<file path="src/rtl/uirq_pkg.sv">
package uirq_pkg;
  localparam int ADDR_W = 2;
  typedef enum logic [ADDR_W-1:0] {
    SEL_CTRL = 2'd0,
    SEL_STAT = 2'd1,
    SEL_MASK = 2'd2
  } reg_sel_e;
endpackage

</file>
<file path="src/rtl/uirq_thr_decode.sv">
module uirq_thr_decode #(
  parameter int CODE_W  = 8,
  parameter int MAX_LOG = 6,
  localparam int IV_W   = MAX_LOG + 1
) (
  input  logic [CODE_W-1:0] code,
  output logic              immediate,
  output logic [IV_W-1:0]   interval
);
  // highest set bit wins; bits above MAX_LOG clamp to the top interval
  always_comb begin
    immediate = (code == '0);
    interval  = '0;
    for (int b = 0; b < CODE_W; b++) begin
      if (code[b]) begin
        if (b > MAX_LOG) interval = IV_W'(1) << MAX_LOG;
        else             interval = IV_W'(1) << b;
      end
    end
  end
endmodule

</file>
<file path="src/rtl/uirq_pace_ctr.sv">
module uirq_pace_ctr #(
  parameter int MAX_LOG = 6,
  localparam int IV_W   = MAX_LOG + 1
) (
  input  logic            clk,
  input  logic            rst,
  input  logic            tick,
  input  logic            any_pend,
  input  logic            immediate,
  input  logic [IV_W-1:0] interval,
  output logic            irq
);
  localparam logic [IV_W-1:0] CNT_MAX = IV_W'(1) << MAX_LOG;

  logic [IV_W-1:0] cnt_q;
  logic            irq_q;
  logic            gate_open, irq_d, issue;

  assign gate_open = immediate || (cnt_q >= interval);
  assign irq_d     = any_pend && (irq_q || gate_open);
  assign issue     = irq_d && !irq_q;
  assign irq       = irq_q;

  always_ff @(posedge clk) begin
    if (rst) begin
      cnt_q <= CNT_MAX;
      irq_q <= 1'b0;
    end else begin
      irq_q <= irq_d;
      if (issue)                       cnt_q <= '0;
      else if (tick && cnt_q < CNT_MAX) cnt_q <= cnt_q + 1'b1;
    end
  end


  gate_rise_chk: assert property (@(posedge clk) disable iff (rst)
    $rose(irq_q) |-> $past(immediate || (cnt_q >= interval)));

  irq_needs_pend_chk: assert property (@(posedge clk) disable iff (rst)
    irq_q |-> $past(any_pend));

  cnt_ceiling_chk: assert property (@(posedge clk) disable iff (rst)
    cnt_q <= CNT_MAX);
endmodule

</file>
<file path="src/rtl/uirq_status_bank.sv">
module uirq_status_bank #(
  parameter int NSTAT = 5
) (
  input  logic             clk,
  input  logic             rst,
  input  logic [NSTAT-1:0] set_ev,
  input  logic [NSTAT-1:0] clr,
  output logic [NSTAT-1:0] stat
);
  logic [NSTAT-1:0] stat_q;
  assign stat = stat_q;

  for (genvar i = 0; i < NSTAT; i++) begin : g_bit
    always_ff @(posedge clk) begin
      if (rst) stat_q[i] <= 1'b0;
      else     stat_q[i] <= (stat_q[i] && !clr[i]) || set_ev[i];
    end

    sticky_hold_chk: assert property (@(posedge clk) disable iff (rst)
      (stat_q[i] && !clr[i]) |=> stat_q[i]);

    no_spurious_set_chk: assert property (@(posedge clk) disable iff (rst)
      (!stat_q[i] && !set_ev[i]) |=> !stat_q[i]);
  end
endmodule

</file>
<file path="src/rtl/uirq_doorbell.sv">
module uirq_doorbell (
  input  logic clk,
  input  logic rst,
  input  logic ring,
  input  logic host_mode,
  input  logic async_active,
  input  logic evict_done,
  input  logic adv_stat,
  output logic bell,
  output logic adv_set
);
  logic bell_q, done_q, ring_ok;

  assign ring_ok = ring && host_mode && async_active && !bell_q;
  assign adv_set = bell_q && !done_q && evict_done;
  assign bell    = bell_q;

  always_ff @(posedge clk) begin
    if (rst) begin
      bell_q <= 1'b0;
      done_q <= 1'b0;
    end else if (done_q) begin
      bell_q <= 1'b0;
      done_q <= 1'b0;
    end else if (adv_set) begin
      done_q <= 1'b1;
    end else if (ring_ok) begin
      bell_q <= 1'b1;
    end
  end


  ring_gate_chk: assert property (@(posedge clk) disable iff (rst)
    $rose(bell_q) |-> $past(host_mode && async_active));

  clear_after_stat_chk: assert property (@(posedge clk) disable iff (rst)
    $fell(bell_q) |-> $past(adv_stat));
endmodule

</file>
<file path="src/rtl/uframe_irq_pacer.sv">
module uframe_irq_pacer
  import uirq_pkg::*;
#(
  parameter int NUM_EV  = 4,
  parameter int CODE_W  = 8,
  parameter int MAX_LOG = 6,
  parameter int DATA_W  = 32
) (
  input  logic              clk,
  input  logic              rst,
  input  logic              uf_tick,
  input  logic [NUM_EV-1:0] ev_in,
  input  logic              host_mode,
  input  logic              async_active,
  input  logic              evict_done,
  input  logic              wr_en,
  input  logic              rd_en,
  input  logic [ADDR_W-1:0] addr,
  input  logic [DATA_W-1:0] wdata,
  output logic [DATA_W-1:0] rdata,
  output logic              irq
);
  localparam int NSTAT  = NUM_EV + 1;
  localparam int ADV    = NUM_EV;
  localparam int BELL_B = CODE_W;
  localparam int IV_W   = MAX_LOG + 1;

  logic [CODE_W-1:0] thr_q;
  logic [NSTAT-1:0]  mask_q, stat, clr, set_ev;
  logic [DATA_W-1:0] rdata_q;
  logic              bell, adv_set, ring, wr_ctrl, immediate;
  logic [IV_W-1:0]   interval;

  assign wr_ctrl = wr_en && (addr == SEL_CTRL);
  assign ring    = wr_ctrl && wdata[BELL_B];
  assign clr     = (wr_en && addr == SEL_STAT) ? wdata[NSTAT-1:0] : '0;
  assign set_ev  = {adv_set, ev_in};

  always_ff @(posedge clk) begin
    if (rst) begin
      thr_q  <= '0;
      mask_q <= '0;
    end else if (wr_en) begin
      if (addr == SEL_CTRL) thr_q  <= wdata[CODE_W-1:0];
      if (addr == SEL_MASK) mask_q <= wdata[NSTAT-1:0];
    end
  end

  always_ff @(posedge clk) begin
    if (rst) rdata_q <= '0;
    else if (rd_en) begin
      case (addr)
        SEL_CTRL: rdata_q <= DATA_W'({bell, thr_q});
        SEL_STAT: rdata_q <= DATA_W'(stat);
        SEL_MASK: rdata_q <= DATA_W'(mask_q);
        default:  rdata_q <= '0;
      endcase
    end
  end
  assign rdata = rdata_q;

  uirq_thr_decode #(.CODE_W(CODE_W), .MAX_LOG(MAX_LOG)) u_dec (
    .code(thr_q), .immediate(immediate), .interval(interval));

  uirq_status_bank #(.NSTAT(NSTAT)) u_stat (
    .clk(clk), .rst(rst), .set_ev(set_ev), .clr(clr), .stat(stat));

  uirq_doorbell u_bell (
    .clk(clk), .rst(rst), .ring(ring), .host_mode(host_mode),
    .async_active(async_active), .evict_done(evict_done),
    .adv_stat(stat[ADV]), .bell(bell), .adv_set(adv_set));

  uirq_pace_ctr #(.MAX_LOG(MAX_LOG)) u_pace (
    .clk(clk), .rst(rst), .tick(uf_tick), .any_pend(|(stat & mask_q)),
    .immediate(immediate), .interval(interval), .irq(irq));


  rd_stable_chk: assert property (@(posedge clk) disable iff (rst)
    !$past(rd_en) |-> $stable(rdata_q));

  irq_hold_chk: assert property (@(posedge clk) disable iff (rst)
    (irq && |(stat & mask_q)) |=> irq);
endmodule

</file>
<file path="config.mk">
export PLATFORM = sky130hd
export DESIGN_NAME = uframe_irq_pacer
export DESIGN_NICKNAME = d
export VERILOG_FILES = /design/src/rtl/uirq_pkg.sv /design/src/rtl/uirq_thr_decode.sv /design/src/rtl/uirq_pace_ctr.sv /design/src/rtl/uirq_status_bank.sv /design/src/rtl/uirq_doorbell.sv /design/src/rtl/uframe_irq_pacer.sv
export SDC_FILE = /design/constraint.sdc
export NUM_CORES = 1
export LEC_CHECK = 0
export ABC_CLOCK_PERIOD_IN_PS = 5250
export BUFFER_PORTS_ARGS = -buffer_cell sky130_fd_sc_hd__clkbuf_2
export CELL_PAD_IN_SITES_DETAIL_PLACEMENT = 1
export CELL_PAD_IN_SITES_GLOBAL_PLACEMENT = 2
export CORE_UTILIZATION = 30
export CTS_BUF_LIST = sky130_fd_sc_hd__clkbuf_4
export CTS_CLUSTER_SIZE = 30
export DETAILED_ROUTE_END_ITERATION = 6
export HOLD_SLACK_MARGIN = 0.15
export PLACE_DENSITY = 0.95
export SYNTH_ARGS = -nofsm -noshare
export SYNTH_HDL_FRONTEND = slang
export SYNTH_SLANG_ARGS = --single-unit
export TNS_END_PERCENT = 30
</file>
<file path="constraint.sdc">
create_clock -name clk -period 5.25 [get_ports clk]
set_clock_uncertainty 0.2 [all_clocks]
set_input_delay 1.05 -clock clk [delete_from_list [all_inputs] [get_ports clk]]
set_output_delay 1.05 -clock clk [all_outputs]
set_load 0.01 [all_outputs]
</file>
# Yosys cells after proc, flatten, opt, wreduce, memory -nomap -nowiden
# Cells that the tools add are included.
word_totals:
  regBits: 60
  latchBits: 0
  mem_bits_rw: 0
  rom_bits: 0
  input_bits: 46
  out_inout_bits: 33
  wordCells: 73
  mem_count: 0
op_classes:
  add_sub_neg: 1
  mul: 0
  div: 0
  order_cmp: 2
  n_eq_ne: 2
  shift: 0
  muxes: 13
  n_bitwise: 2
  reduce_logical: 40
op_table:
  columns: ["cell", "count"]
  rows:
  - ["two-way mux 7 bit", 4]
  - ["one-hot mux 9 bit (3 select lines)", 1]
  - ["logical AND 1 bit", 16]
  - ["two-way mux 5 bit", 2]
  - ["zero test 1 bit", 8]
  - ["zero test 8 bit", 1]
  - ["adder 7 x 1 -> 7 bit (second input constant)", 1]
  - ["greater-or-equal comparator 7 bit", 1]
  - ["logical OR 1 bit", 7]
  - ["< comparator 7 bit (second input constant)", 1]
  - ["two-way mux 6 bit", 1]
  - ["AND reduction 2 bit", 3]
  - ["AND 5 bit", 1]
  - ["OR reduction 5 bit", 1]
  - ["two-way mux 4 bit", 1]
  - ["OR reduction 2 bit", 2]
  - ["two-way mux 3 bit", 1]
  - ["== test 2 x 1 -> 1 bit (second input constant)", 1]
  - ["== test 2 bit (second input constant)", 1]
  - ["zero test 2 bit", 1]
  - ["two-way mux 1 bit", 2]
  - ["two-way mux 2 bit", 1]
  - ["nonzero test 2 bit", 1]
  - ["inverter 1 bit", 1]

# Logic depth before layout (Yosys ltp)
depth:
  ltp_word: 14
  ltp_mapped: 8
  depth_no_buf: 8

# Hierarchy
# Synthesis repeated with hierarchy kept, for this count alone.
unflattened:
  cells_unflattened: 226
  hier_area_um2: 2093.3
by_module_without_submodules:
  columns: ["module", "instances", "cells_per_inst", "area_per_inst_um2", "seq_area_each_um2"]
  rows:
  - ["uframe_irq_pacer", 1, 129, 1153.6, 440.4]
  - ["uirq_pace_ctr", 1, 57, 584.3, 160.2]
  - ["uirq_status_bank", 1, 20, 175.2, 100.1]
  - ["uirq_thr_decode", 1, 14, 105.1, 0.0]
  - ["uirq_doorbell", 1, 6, 75.1, 40.0]

# Worst setup path before layout
# OpenSTA, ideal clock, no wires.
synth_timing:
  kind: "reg2reg"
  start: "register thr_q[7]"
  end: "register u_pace.irq_q, in the netlist u_pace.irq"
  setup_ps: 116
  t_arrival_ps: 1962
  required_ps: 4934
  path_slack_ps: 2971
  stages_incl_launch_ff: 9
  n_path_buf: 0
  period_less_slack_ps: 2279
  cell_sequence: "dfxtp_1 -> or3_1 -> nor4_1 -> and3b_1 -> ha_1 -> nand2b_1 -> a31oi_1 -> o211ai_2 -> and2_2"
synth_between:
  elab_chain_len: 5
  elab_cells_between_ends: 6
  classes_between: "order compare (1); mux (1); reduce/logical (4)"
synth_lines:
  columns: ["item", "line", "rtl"]
  rows:
  - ["start, declared", "uframe_irq_pacer.sv:28", "logic [CODE_W-1:0] thr_q;"]
  - ["start signal, assigned", "uframe_irq_pacer.sv:44", "if (addr == SEL_CTRL) thr_q <= wdata[CODE_W-1:0];"]
  - ["two-way mux 7 bit", "uirq_thr_decode.sv:15", "if (code[b]) begin"]
  - ["greater-or-equal comparator 7 bit", "uirq_pace_ctr.sv:19", "assign gate_open = immediate || (cnt_q >= interval);"]
  - ["logical OR 1 bit *", "uirq_pace_ctr.sv:19", null]
  - ["logical OR 1 bit *", "uirq_pace_ctr.sv:20", "assign irq_d = any_pend && (irq_q || gate_open);"]
  - ["logical AND 1 bit *", "uirq_pace_ctr.sv:20", null]
  - ["end signal, assigned", "uirq_pace_ctr.sv:29", "irq_q <= irq_d;"]
  - ["end, declared", "uirq_pace_ctr.sv:16", "logic irq_q;"]
# Every way passes the cells marked *; elsewhere a longest branch is shown, timed or not.
# A chain may end at the register's enable or synchronous reset.

# Worst setup path in the final report
layout_timing:
  start: "register thr_q[5]"
  end: "register u_pace.cnt_q[1]"
layout_between:
  elab_chain_len: 9
  elab_cells_between_ends: 10
  classes_between: "order compare (1); mux (3); reduce/logical (6)"
layout_lines:
  columns: ["item", "line", "rtl"]
  rows:
  - ["two-way mux 6 bit", "uirq_thr_decode.sv:15", null]
  - ["two-way mux 7 bit (2 in series)", "uirq_thr_decode.sv:15", null]
  - ["greater-or-equal comparator 7 bit", "uirq_pace_ctr.sv:19", null]
  - ["logical OR 1 bit *", "uirq_pace_ctr.sv:19", null]
  - ["logical OR 1 bit *", "uirq_pace_ctr.sv:20", null]
  - ["logical AND 1 bit *", "uirq_pace_ctr.sv:20", null]
  - ["logical AND 1 bit *", "uirq_pace_ctr.sv:21", "assign issue = irq_d && !irq_q;"]
  - ["OR reduction 2 bit (no line) *", null, null]
  - ["end signal, assigned", "uirq_pace_ctr.sv:31", "else if (tick && cnt_q < CNT_MAX) cnt_q <= cnt_q + 1'b1;"]
  - ["end, declared", "uirq_pace_ctr.sv:15", "logic [IV_W-1:0] cnt_q;"]
# Marked as above.

==> results_dict.tcl <==
set metrics [dict create \
    outcome "completed" \
    grt_start_max_net_pins 39 \
    num_rows 28 \
    dieArea_sq_um 6799 \
    critPathKind "flop to flop" \
    hold-path-cell-count 1 \
    min_path_type "flop to flop" \
    yosys-top-cells-area "dfxtp_1, buf_4, mux2i_1, nor2_1, ha_1" \
    yosysUniqueCellTypes 43 \
    start_kind "flop" \
    cts_hold_buf 0 \
    synthTopCellsByCount "dfxtp_1, nor2_1, buf_4, a21oi_1, nand2_1" \
    hold_viol 0 \
    post_dp_cell_area_sq_um 2042 \
    synth.most_common_cell "dfxtp_1" \
    grt_pass1_wl_mm 7.514 \
    grt_busiest_layer "met2" \
    cts_buffer_depth 2 \
    nets 304 \
    p_per_area_nw_per_um2 268.1 \
    grt_antenna_before_repair 0 \
    ys_seq_elements 37 \
    ff2ff_setup_slack_ns 2.66 \
    crit_path_start "thr_q[5]" \
    cts-root-buf "clkbuf_4" \
    worstPathRequired_ns 5.30 \
    syn-cell-area_sq_um 1942 \
    layout-drive-gt1-share_pct 18.33 \
    worstPathArrival_ns 2.64 \
    use_met2_pct 23.72 \
    wl_mm 4.427 \
    dp.cells 318 \
    timing.slew.headroom_pct 48.14 \
    pin_count 79 \
    cp-end-kind "flop" \
    fin_setup_tns_ns 0 \
    h-tree-depth 2 \
    antenna_left 0 \
    cts_setup_buffers 0 \
    final-instance-count-excl-fill 326 \
    dr.pass1.iters 4 \
    fin_crit_ns 2.586 \
    synthDominantAreaCellType "dfxtp_1" \
    cap_violations 0 \
    r2r-end "u_pace.cnt_q[1]" \
    drc_errors 0 \
    core_area_sq_um 6096 \
    dp_hpwl_mm 3.338 \
    grt_usage_pct 14.79 \
    setup-violations-final 0 \
    clk_latency_ns 0.35 \
    fmax_mhz 386.7 \
    synth_top_area_share_pct 38.14 \
    cp_max_fo 8 \
    cts_sinks 37 \
    die_h_um 82.46 \
    port_buffers 32 \
    drv_slew 0 \
    die_w_um 82.46 \
    wl_per_cell_um 13.58 \
    synth_flop_cell "dfxtp_1" \
    vias 1585 \
    reg2reg_from "thr_q[5]" \
    cts-buffers-inserted 5 \
    synthArstFlopShare_pct 0 \
    yosysWarnings 0 \
    rr_worst_depth 8 \
    syn2layout_area_growth_pct 9.214 \
    grtUsageMet1_pct 18.67 \
    avgSynthCellArea_sq_um 8.747 \
    initial_core_util_pct 31.86 \
    seq_area_frac_synth_pct 38.14 \
    vias_per_cell 4.862 \
    peakVddDrop_mv 0.08585 \
    clk_pin_slew_worst_paths_ns 0.12 \
    finalCritPeriodShare_pct 49.26 \
    p_leak_nw 0.8756 \
    endpoint "u_pace.cnt_q[1]" \
    num-fill-cells 755 \
    rsz0062_at_grt "false" \
    synthCells 222 \
    use_met3_pct 4.066 \
    tightest_slew_ns 0.7779 \
    cts_tree "built" \
    dr.first_iter.drc_count 35 \
    ctsResizeCount 0 \
    synth_edf_count 0 \
    grt_pass1_vias 1567 \
    gp_congestion 0.7531 \
    num_antenna_cells 0 \
    design_area_sq_um 2121 \
    total_power_w 0.0005685 \
    grt_overflow 0 \
]
-- critical path, stage by stage, from the launching register on --
cell and delay (ns):
dfxtp_1 0.38, or3_1 0.39, nor4_1 0.29, and3b_1 0.22, ha_1 0.21, nand2b_1 0.14
a31oi_1 0.21, o211ai_2 0.22, a211oi_1 0.25
-- flip-flops by register name (all words and copies together), names as in the netlist --
name and cells:
mask_q 5, rdata 9, thr_q 8, u_bell.bell 1, u_bell.done_q 1, u_pace.cnt_q 7
u_pace.irq 1, u_stat.stat 5
-- power breakdown --
part	leakage (nW)	internal [W]	switching (W)
logic	0.535	0.0000260	0.0000440
clock network	0.0389	0.0000986	0.000101
registers	0.301	0.000290	0.00000875
-- per-layer routing --
layer / part of all wire (%) / up-vias
met5: 0 / -
met4: 1.6 / 0
met3: 5.1 / 6
met2: 47 / 49
met1: 47 / 744
li1: - / 786
-- cell usage in the layout, fill, tap and decap left out, types with 4 or more instances in the layout --
cell type | synthesis | final
a21oi_1 | 18 | 18
ha_1 | 8 | 8
nor3_1 | 4 | 4
clkbuf_2 | 0 | 32
nand3_1 | 10 | 10
nand4_1 | 5 | 5
conb_1 | 1 | 23
nand2_1 | 18 | 18
dfxtp_1 | 37 | 37
nand2b_1 | 5 | 5
clkbuf_4 | 1 | 5
nor2_1 | 27 | 27
xor2_1 | 4 | 4
a211oi_1 | 11 | 11
mux2i_1 | 14 | 14
-- cells by family (layout without fill, tap and decap cells) --
group                      after synthesis  after routing  synth area share, %
and+or+nand+nor                         83             83                20.94
xor gates and xnor gates                 5              5                2.255
AOI/OAI and AO/OA                       39             39                13.53
buffers and inverters                   35             42                12.56
adders and majority gates                8              8                5.155
other                                    1             23               0.1931
DFF                                     37             37                38.14
muxes                                   14             14                7.216
-- final cells by class --
class	count	area, sq um	area share [%]
flip-flops and latches	37	740.7	34.93
repair buffers	32	160.2	7.552
well taps	75	93.84	4.425
multi-input cells	172	1040	49.03
clock buffers	5	37.54	1.770
clock inverters	3	41.29	1.947
inverters	2	7.507	0.3540
-- metrics by stage --
| step | hold WS (ns) | setup WS (ns) | util (%) |
|---|---|---|---|
| after CTS | 0.2145 | 2.642 | 34.79 |
| after floorplan | 0.2029 | 2.971 | - |
| final | 0.2168 | 2.664 | 34.79 |
| after global routing | 0.2504 | 2.349 | 34.79 |
| after global placement | 0.2085 | 2.676 | 33.50 |
| after detailed placement | 0.2184 | 2.654 | 33.50 |
-- worst min-delay path by stage --
stage / start / to / slack [ns]
floorplan: u_bell.done_q / u_bell.bell / 0.20
global placement: u_bell.done_q / u_bell.bell / 0.21
detailed placement: u_bell.done_q / u_bell.bell / 0.22
CTS: u_bell.done_q / u_bell.bell / 0.21
global route: u_bell.done_q / u_bell.bell / 0.25
finish: u_bell.done_q / u_bell.bell / 0.22
Note: power is estimated with default switching activity, not from simulation.
